<file path="src/rtl/dsq_pkg.sv">
package dsq_pkg;
  localparam int DEV_W = 8;
  localparam int STS_W = 16;

  typedef enum logic [2:0] {
    OP_OUT_MORE = 3'd0,
    OP_OUT_LAST = 3'd1,
    OP_IN_MORE  = 3'd2,
    OP_IN_LAST  = 3'd3,
    OP_STQ      = 3'd4,
    OP_LDQ      = 3'd5,
    OP_NOP      = 3'd6,
    OP_STOP     = 3'd7
  } op_e;

  typedef enum logic [1:0] {
    CC_NEVER  = 2'd0,
    CC_HIT    = 2'd1,
    CC_MISS   = 2'd2,
    CC_ALWAYS = 2'd3
  } cc_e;

  typedef enum logic [2:0] {
    S_IDLE, S_FETCH, S_MOVE, S_HOLD, S_DONE
  } st_e;

  function automatic logic cc_apply(input logic [1:0] code, input logic hit);
    case (cc_e'(code))
      CC_NEVER:  return 1'b0;
      CC_HIT:    return hit;
      CC_MISS:   return !hit;
      default:   return 1'b1;
    endcase
  endfunction
endpackage

</file>
<file path="src/rtl/dsq_match.sv">
module dsq_match #(
  parameter int W = 8
) (
  input  logic [W-1:0] status,
  input  logic [W-1:0] mask,
  input  logic [W-1:0] value,
  output logic         hit
);
  assign hit = ((status & mask) == value);
endmodule

</file>
<file path="src/rtl/dsq_desc_mem.sv">
module dsq_desc_mem
  import dsq_pkg::*;
#(
  parameter int DEPTH  = 8,
  parameter int SLOT_W = 3,
  parameter int CNT_W  = 8,
  parameter int DESC_W = 28
) (
  input  logic              clk,
  input  logic              rst_n,
  input  logic              host_we,
  input  logic [SLOT_W-1:0] host_slot,
  input  logic [DESC_W-1:0] host_wdata,
  output logic [STS_W-1:0]  host_sts,
  output logic [CNT_W-1:0]  host_res,
  input  logic [SLOT_W-1:0] eng_slot,
  output logic [DESC_W-1:0] eng_desc,
  input  logic              wb_en,
  input  logic [STS_W-1:0]  wb_sts,
  input  logic [CNT_W-1:0]  wb_res
);
  logic [DESC_W-1:0] desc_q [DEPTH];
  logic [STS_W-1:0]  sts_q  [DEPTH];
  logic [CNT_W-1:0]  res_q  [DEPTH];

  always_ff @(posedge clk) begin
    if (host_we) desc_q[host_slot] <= host_wdata;
  end

  always_ff @(posedge clk or negedge rst_n) begin
    if (!rst_n) begin
      for (int i = 0; i < DEPTH; i++) begin
        sts_q[i] <= '0;
        res_q[i] <= '0;
      end
    end else if (wb_en) begin
      sts_q[eng_slot] <= wb_sts;
      res_q[eng_slot] <= wb_res;
    end else if (host_we) begin
      sts_q[host_slot] <= '0;
      res_q[host_slot] <= '0;
    end
  end

  assign eng_desc = desc_q[eng_slot];
  assign host_sts = sts_q[host_slot];
  assign host_res = res_q[host_slot];

  // a residual never exceeds the count of the descriptor it completes
  assert_resid_bound_R4: assert property (@(posedge clk) disable iff (!rst_n)
    wb_en |-> (wb_res <= eng_desc[CNT_W-1:0]));
  // every written status carries the run and active marks
  assert_sts_marks_R11: assert property (@(posedge clk) disable iff (!rst_n)
    wb_en |-> (wb_sts[15] && wb_sts[10]));
endmodule

</file>
<file path="src/rtl/dsq_engine.sv">
module dsq_engine
  import dsq_pkg::*;
#(
  parameter int DEPTH  = 8,
  parameter int SLOT_W = 3,
  parameter int ADDR_W = 8,
  parameter int CNT_W  = 8,
  parameter int DESC_W = 28
) (
  input  logic              clk,
  input  logic              rst_n,
  input  logic              start,
  input  logic [SLOT_W-1:0] start_slot,
  input  logic [DESC_W-1:0] desc,
  output logic [SLOT_W-1:0] slot,
  input  logic [DEV_W-1:0]  dev_status,
  input  logic              hit_int,
  input  logic              hit_br,
  input  logic              hit_wt,
  output logic              xfer_req,
  output logic [2:0]        xfer_op,
  output logic [ADDR_W-1:0] xfer_addr,
  input  logic              xfer_ack,
  input  logic              xfer_eop,
  output logic              wb_en,
  output logic [STS_W-1:0]  wb_sts,
  output logic [CNT_W-1:0]  wb_res,
  output logic              irq,
  output logic              active
);
  localparam int ADDR_LSB = CNT_W;
  localparam int TGT_LSB  = ADDR_LSB + ADDR_W;
  localparam int WT_LSB   = TGT_LSB + SLOT_W;
  localparam int BR_LSB   = WT_LSB + 2;
  localparam int INT_LSB  = BR_LSB + 2;
  localparam int OP_LSB   = INT_LSB + 2;

  st_e               state_q, state_d;
  op_e               op_q, op_d;
  logic [1:0]        ic_q, ic_d, bc_q, bc_d, wc_q, wc_d;
  logic [SLOT_W-1:0] pc_q, pc_d, tgt_q, tgt_d, pc_nx;
  logic [CNT_W-1:0]  rem_q, rem_d;
  logic [ADDR_W-1:0] addr_q, addr_d;
  logic              irq_q, irq_d;

  op_e               f_op;
  logic [CNT_W-1:0]  f_cnt;
  logic              is_last, is_quad, wait_hold, br_take;

  assign f_op      = op_e'(desc[OP_LSB +: 3]);
  assign f_cnt     = desc[CNT_W-1:0];
  assign is_last   = (op_q == OP_OUT_LAST) || (op_q == OP_IN_LAST);
  assign is_quad   = (op_q == OP_STQ) || (op_q == OP_LDQ);
  assign wait_hold = cc_apply(wc_q, hit_wt);
  assign br_take   = cc_apply(bc_q, hit_br);
  assign pc_nx     = (pc_q == SLOT_W'(DEPTH - 1)) ? '0 : pc_q + SLOT_W'(1);

  always_comb begin
    state_d = state_q;
    op_d    = op_q;
    ic_d    = ic_q;
    bc_d    = bc_q;
    wc_d    = wc_q;
    tgt_d   = tgt_q;
    pc_d    = pc_q;
    rem_d   = rem_q;
    addr_d  = addr_q;
    irq_d   = 1'b0;
    wb_en   = 1'b0;
    unique case (state_q)
      S_IDLE: if (start) begin
        pc_d    = start_slot;
        state_d = S_FETCH;
      end
      S_FETCH: begin
        op_d   = f_op;
        ic_d   = desc[INT_LSB +: 2];
        bc_d   = desc[BR_LSB +: 2];
        wc_d   = desc[WT_LSB +: 2];
        tgt_d  = desc[TGT_LSB +: SLOT_W];
        addr_d = desc[ADDR_LSB +: ADDR_W];
        rem_d  = f_cnt;
        case (f_op)
          OP_STOP: state_d = S_IDLE;
          OP_NOP:  state_d = S_HOLD;
          OP_STQ, OP_LDQ: begin
            rem_d   = CNT_W'(1);
            state_d = S_MOVE;
          end
          default: state_d = (f_cnt == '0) ? S_HOLD : S_MOVE;
        endcase
      end
      S_MOVE: if (xfer_ack) begin
        rem_d  = rem_q - CNT_W'(1);
        addr_d = addr_q + ADDR_W'(1);
        if ((rem_q == CNT_W'(1)) || (is_last && xfer_eop)) state_d = S_HOLD;
      end
      S_HOLD: if (!wait_hold) state_d = S_DONE;
      S_DONE: begin
        wb_en   = 1'b1;
        pc_d    = br_take ? tgt_q : pc_nx;
        irq_d   = cc_apply(ic_q, hit_int);
        state_d = S_FETCH;
      end
      default: state_d = S_IDLE;
    endcase
  end

  always_ff @(posedge clk or negedge rst_n) begin
    if (!rst_n) begin
      state_q <= S_IDLE;
      op_q    <= OP_OUT_MORE;
      ic_q    <= '0;
      bc_q    <= '0;
      wc_q    <= '0;
      tgt_q   <= '0;
      pc_q    <= '0;
      rem_q   <= '0;
      addr_q  <= '0;
      irq_q   <= 1'b0;
    end else begin
      state_q <= state_d;
      op_q    <= op_d;
      ic_q    <= ic_d;
      bc_q    <= bc_d;
      wc_q    <= wc_d;
      tgt_q   <= tgt_d;
      pc_q    <= pc_d;
      rem_q   <= rem_d;
      addr_q  <= addr_d;
      irq_q   <= irq_d;
    end
  end

  assign slot      = pc_q;
  assign xfer_req  = (state_q == S_MOVE);
  assign xfer_op   = op_q;
  assign xfer_addr = addr_q;
  assign wb_sts    = {1'b1, 4'b0000, 1'b1, 1'b0, br_take, dev_status};
  assign wb_res    = rem_q;
  assign irq       = irq_q;
  assign active    = (state_q != S_IDLE);

  // a beat is only requested while bytes remain
  assert_req_has_bytes_R3: assert property (@(posedge clk) disable iff (!rst_n)
    xfer_req |-> (rem_q != '0));
  // a quad operation leaves the move phase after its single beat
  assert_quad_single_R5: assert property (@(posedge clk) disable iff (!rst_n)
    (xfer_req && is_quad && xfer_ack) |=> (state_q == S_HOLD));
  // fetching a stop ends the chain on the next cycle
  assert_stop_idle_R7: assert property (@(posedge clk) disable iff (!rst_n)
    (state_q == S_FETCH && f_op == OP_STOP) |=> !active);
  // a holding wait policy keeps the sequencer parked
  assert_wait_parks_R10: assert property (@(posedge clk) disable iff (!rst_n)
    (state_q == S_HOLD && wait_hold) |=> (state_q == S_HOLD));
  // the interrupt follows a write-back and lasts one cycle
  assert_irq_after_wb_R12: assert property (@(posedge clk) disable iff (!rst_n)
    irq |-> $past(wb_en));
  assert_irq_single_R12: assert property (@(posedge clk) disable iff (!rst_n)
    irq |=> !irq);
  // beat, write-back and interrupt never coincide
  assert_phase_excl_R12: assert property (@(posedge clk) disable iff (!rst_n)
    $onehot0({xfer_req, wb_en, irq}));
endmodule

</file>
<file path="src/rtl/dsq_top.sv">
module dsq_top
  import dsq_pkg::*;
#(
  parameter int DEPTH  = 8,
  parameter int ADDR_W = 8,
  parameter int CNT_W  = 8,
  localparam int SLOT_W = $clog2(DEPTH),
  localparam int DESC_W = 9 + SLOT_W + ADDR_W + CNT_W
) (
  input  logic              clk,
  input  logic              rst_n,
  input  logic              start,
  input  logic [SLOT_W-1:0] start_slot,
  input  logic [7:0]        dev_status,
  input  logic [7:0]        int_mask,
  input  logic [7:0]        int_val,
  input  logic [7:0]        br_mask,
  input  logic [7:0]        br_val,
  input  logic [7:0]        wait_mask,
  input  logic [7:0]        wait_val,
  input  logic              host_we,
  input  logic [SLOT_W-1:0] host_slot,
  input  logic [DESC_W-1:0] host_wdata,
  output logic [15:0]       host_sts,
  output logic [CNT_W-1:0]  host_res,
  output logic              xfer_req,
  output logic [2:0]        xfer_op,
  output logic [ADDR_W-1:0] xfer_addr,
  input  logic              xfer_ack,
  input  logic              xfer_eop,
  output logic              irq,
  output logic              active
);
  localparam int N_SEL = 3;

  logic [1:0] rst_sync_q;
  logic       rst_n_s;

  always_ff @(posedge clk or negedge rst_n) begin
    if (!rst_n) rst_sync_q <= 2'b00;
    else        rst_sync_q <= {rst_sync_q[0], 1'b1};
  end
  assign rst_n_s = rst_sync_q[1];

  logic [DEV_W-1:0] sel_m [N_SEL];
  logic [DEV_W-1:0] sel_v [N_SEL];
  logic [N_SEL-1:0] hits;

  assign sel_m[0] = int_mask;  assign sel_v[0] = int_val;
  assign sel_m[1] = br_mask;   assign sel_v[1] = br_val;
  assign sel_m[2] = wait_mask; assign sel_v[2] = wait_val;

  for (genvar g = 0; g < N_SEL; g++) begin : g_sel
    dsq_match #(.W(DEV_W)) u_match (
      .status(dev_status), .mask(sel_m[g]), .value(sel_v[g]), .hit(hits[g])
    );
  end

  logic [SLOT_W-1:0] eng_slot;
  logic [DESC_W-1:0] eng_desc;
  logic              wb_en;
  logic [STS_W-1:0]  wb_sts;
  logic [CNT_W-1:0]  wb_res;

  dsq_desc_mem #(
    .DEPTH(DEPTH), .SLOT_W(SLOT_W), .CNT_W(CNT_W), .DESC_W(DESC_W)
  ) u_mem (
    .clk(clk), .rst_n(rst_n_s),
    .host_we(host_we), .host_slot(host_slot), .host_wdata(host_wdata),
    .host_sts(host_sts), .host_res(host_res),
    .eng_slot(eng_slot), .eng_desc(eng_desc),
    .wb_en(wb_en), .wb_sts(wb_sts), .wb_res(wb_res)
  );

  dsq_engine #(
    .DEPTH(DEPTH), .SLOT_W(SLOT_W), .ADDR_W(ADDR_W), .CNT_W(CNT_W), .DESC_W(DESC_W)
  ) u_eng (
    .clk(clk), .rst_n(rst_n_s),
    .start(start), .start_slot(start_slot),
    .desc(eng_desc), .slot(eng_slot), .dev_status(dev_status),
    .hit_int(hits[0]), .hit_br(hits[1]), .hit_wt(hits[2]),
    .xfer_req(xfer_req), .xfer_op(xfer_op), .xfer_addr(xfer_addr),
    .xfer_ack(xfer_ack), .xfer_eop(xfer_eop),
    .wb_en(wb_en), .wb_sts(wb_sts), .wb_res(wb_res),
    .irq(irq), .active(active)
  );
endmodule

</file>
<file path="config.mk">
export PLATFORM = sky130hd
export DESIGN_NAME = dsq_top
export DESIGN_NICKNAME = d
export VERILOG_FILES = /design/src/rtl/dsq_pkg.sv /design/src/rtl/dsq_match.sv /design/src/rtl/dsq_desc_mem.sv /design/src/rtl/dsq_engine.sv /design/src/rtl/dsq_top.sv
export SDC_FILE = /design/constraint.sdc
export NUM_CORES = 1
export LEC_CHECK = 0
export BUFFER_PORTS_ARGS = -buffer_cell sky130_fd_sc_hd__buf_2
export CAP_MARGIN = 20
export CORE_MARGIN = 3
export CORE_UTILIZATION = 60
export DETAILED_ROUTE_END_ITERATION = 7
export PLACE_DENSITY = 0.87
export SLEW_MARGIN = 10
export SYNTH_ARGS = -nofsm -noshare
export SYNTH_HDL_FRONTEND = slang
export SYNTH_SLANG_ARGS = --single-unit
</file>
<file path="constraint.sdc">
create_clock -name clk -period 8.22 [get_ports clk]
set_input_delay 2.466 -clock clk [delete_from_list [all_inputs] [get_ports clk]]
set_output_delay 2.466 -clock clk [all_outputs]
set_load 0.005 [all_outputs]
</file>
==> out/metrics.cfg <==
[timing]
grt_setup_unrepaired = no
worst-slew-pin-transition_ns = 1.137
final_hold_viol_count = 0
timing.fmax_mhz = 147.5
finalHoldWorstSlack_ns = 0.3600
drv_slew = 0
layout_min_cycle_time_ns = 6.779
postLayoutSetupSlackWorst_ns = 1.441
final.period_utilization = 0.8247
setup_tns_ns = 0
timing.final.setup_violations = 0
skew_ns = 0.02372
slew-limit-headroom = 0.2409

[route]
drt-wirelength-per-cell_um = 26.43
vias = 12981
drt_first_pass_iters = 6
drt_first_iter_violations = 1814
post-route-drc-count = 0
routed_via_density = 6.957
drtAntennaViolNets = 0
finalWirelength_um = 49310

[worst_setup_path]
cp_slowest_stage_delay_ns = 0.86
cp_cell_sequence = buf_2 -> nand2_1 -> nor2_2 -> buf_4 -> a22oi_1 -> nand4_1 -> buf_2
cpMostUsedCell = buf_2
reg2reg_depth = 7
critPathRequiredTime_ns = 5.75
crit-reg2reg-capture = u_eng.state_q[0]$_DFFE_PN0P_
worst-path-max-fanout = 21
worst_r2r_startpoint = u_eng.slot[2]$_DFFE_PN0P_
timing_worst_setup_path_type = input pin to output port
rrSetupSlack_ns = 4.77
setup.worst_path.start_class = input pin
setup.worst_path.end_class = output port
cp_slowest_cell = nor2_2
cp.arrival_ns = 4.31

[layout]
fillerInstances = 1913
drive_gt1_frac = 0.2228
seqCellArea_um2 = 12470
finalNetCount = 1534
areaGrowthSynthToFinish_pct = 13.29
final-instance-count-excl-fill = 1866
multiInputGateArea_um2 = 5784

[grt]
grt_antenna_before_repair = 5
grtUsageMet1 = 0.3906
tot_gr_track_use = 0.2929
total_gr_overflow = 0
grt_pass1_vias = 13428
use_met3 = 0.06803
grt_max_degree = 88
wire_length_of_the_first_global_routing_pass_um = 76010
global_routing_s_busiest_layer = met2
grt_util_met2 = 0.4662

[placement]
hpwlAfterDp_um = 28550
port_buffers = 133
place.detailed.instances = 1781
gp_congestion = 0.8755
pre_cts_ws_ns = 1.495

[clock_network]
cts-root-buf = clkbuf_16
cts.sink_count = 453
tritoncts = built
clkLatencyLatePin_ns = 0.56
cts_setup_buffers = 0
worst_setup_hold_path_clk_slew_ns = 0.06
cts.repair.resized = 0
cts_max_level = 2
hold_buffer_count_at_cts = 0
tritoncts_buffer_count = 45
number_of_buffers_between_clock_root_and_the_deepest_sink = 3

[logic_synthesis]
synth_adder_area_share = 0.003335
syn_nets = 1407
synthXorXnorAreaFrac = 0.003736
synth.mux.area_fraction = 0.07124
synth_compound_area_frac = 0.1478
synth.avg_cell_area_um2 = 14.36
ys_warn_count = 0
async_flop_share = 0.5055
synth_enable_flop_cells = 224
dominantRegCellSynth = dfrtp_1
largest_family_of_logic_cells_by_synthesized_area = compound AO/OA/AOI/OAI gates
synthSimpleGateAreaFrac = 0.08011
synth_seq_area_share = 0.6641
synthesis.area_um2 = 18760
syn-instance-count = 1306
synth.lib_cells_used.distinct = 70
synth.ff_latch_count = 453

[worst_hold_path]
hold_path.startpoint = rst_sync_q[0]$_DFF_PN0_
worstHoldPathType = flop to flop
hold_critical_path_depth = 0
min_to = rst_sync_q[1]$_DFF_PN0_

[floorplan]
placeableCoreArea_um2 = 30670
floorplan.rows = 64
dieHeight_um = 182.8
die_w_um = 182.8
floorplan.initialDensity = 0.6116
dieArea_um2 = 33420
ioPinCount = 134

[outcome]
status = finished, final reports clean

[job]
max_cap_viol_count = 0

[power]
leakage_uw = 0.008623
power_density_normalized_to_cell_area_nw_per_um2 = 224.4
maximum_ir_drop_on_the_vdd_rail_mv = 0.1769

## registers in the layout, indices dropped and copies added, names as in the netlist
name	flops
rst_sync_q	2
u_eng.bc_q	2
u_eng.ic_q	2
u_eng.irq	1
u_eng.slot	3
u_eng.state_q	3
u_eng.tgt_q	3
u_eng.wb_res	8
u_eng.wc_q	2
u_eng.xfer_addr	8
u_eng.xfer_op	3
u_mem.desc_q	224
u_mem.res_q	64
u_mem.sts_q	128
## metal layers
layer  vias up  wire length [um]
met5         -                41
met4         6              1980
met3       189              4924
met2       933             24090
met1      6510             18280
li1       5343                 -
## cells by family (layout without fill, tap and decap cells)
group,after synthesis,count (layout)
other,1,3
muxes,86,86
DFF,453,453
and+or+nand+nor,275,275
xor gates and xnor gates,8,8
AOI/OAI and AO/OA,368,368
buffers and inverters,110,272
adders and majority gates,5,5
## stage by stage
stage	util	power, uW	area (um2)
floorplan	-	2674	18760
global placement	0.6446	2785	19770
detailed placement	0.6451	2802	19780
CTS	0.6918	4776	21220
global route	0.6929	4905	21250
finish	0.6929	4768	21250
## Yosys cell counts (7+ instances only)
cell / instances / area share
dfrtp_1: 229 / 0.31
edfxtp_1: 224 / 0.36
a22o_1: 121 / 0.057
a22oi_1: 100 / 0.040
nand2_1: 80 / 0.016
and2_1: 48 / 0.016
clkbuf_1: 47 / 0.0094
nor2_1: 45 / 0.0090
mux2i_1: 39 / 0.021
a21oi_1: 36 / 0.0096
mux4_2: 36 / 0.043
o21ai_0: 32 / 0.0085
buf_2: 30 / 0.0080
nand4_1: 29 / 0.0097
buf_4: 12 / 0.0048
inv_1: 12 / 0.0024
and3_1: 11 / 0.0037
mux2_2: 10 / 0.0060
nand3_1: 10 / 0.0027
nor2b_1: 9 / 0.0030
a31oi_1: 8 / 0.0027
and3b_1: 8 / 0.0037
o21ai_1: 8 / 0.0021
xor2_1: 8 / 0.0037
nor3_1: 7 / 0.0019
o22a_1: 7 / 0.0033
## worst max-delay path by stage
stage | from | endpoint
finish | host_slot[1] | host_sts[3]
global route | host_slot[1] | host_sts[3]
CTS | host_slot[1] | host_sts[3]
detailed placement | host_slot[1] | host_sts[3]
global placement | host_slot[1] | host_sts[3]
floorplan | rst_sync_q[1]$_DFF_PN0_ | u_eng.bc_q[0]$_DFFE_PN0P_
## critical path, delay by kind of cell
family / cells / cell delay (ns)
and+or+nand+nor: 3 / 1.09
AOI/OAI and AO/OA: 1 / 0.10
buffers and inverters: 3 / 0.65
## where the power goes
part / internal (uW) / total (uW) / switching (uW) / leakage [uW]
Clock: 1150 / 1990 / 850 / 0.000712
Combinational: 92.0 / 255 / 163 / 0.00274
Sequential: 2450 / 2520 / 64.6 / 0.00517
Total: 3690 / 4770 / 1080 / 0.00862
## final cells by class
type,count,share of cell area
clock buffers,65,0.06188
multi-input cells,743,0.2722
inverters,15,0.002650
repair buffers,175,0.04746
flip-flops and latches,453,0.5867
clock inverters,17,0.005593
well taps,396,0.02332
diodes,2,0.0002355
## layout by cell type (no fill, tap or decap), types with 5 or more instances in the layout
master	n
and2_1	48
dfrtp_1	225
nor2b_1	9
nor3_1	6
xor2_1	8
buf_2	133
and3_1	11
o22a_1	7
mux2i_1	39
a22oi_1	100
o21ai_0	32
a31oi_1	8
edfxtp_1	224
mux4_2	36
mux2_2	10
and3b_1	8
clkbuf_8	5
nand4_1	29
nor2_1	44
a21oi_1	33
nand3_1	10
o21ai_1	8
a22o_1	121
a21boi_0	5
nand2_1	80
clkinv_2	10
a32oi_1	5
o2bb2ai_1	6
ha_1	5
inv_1	12
buf_4	40
clkbuf_16	48
clkbuf_1	12
a21oi_2	7
Power figures use the tool's default switching activity.
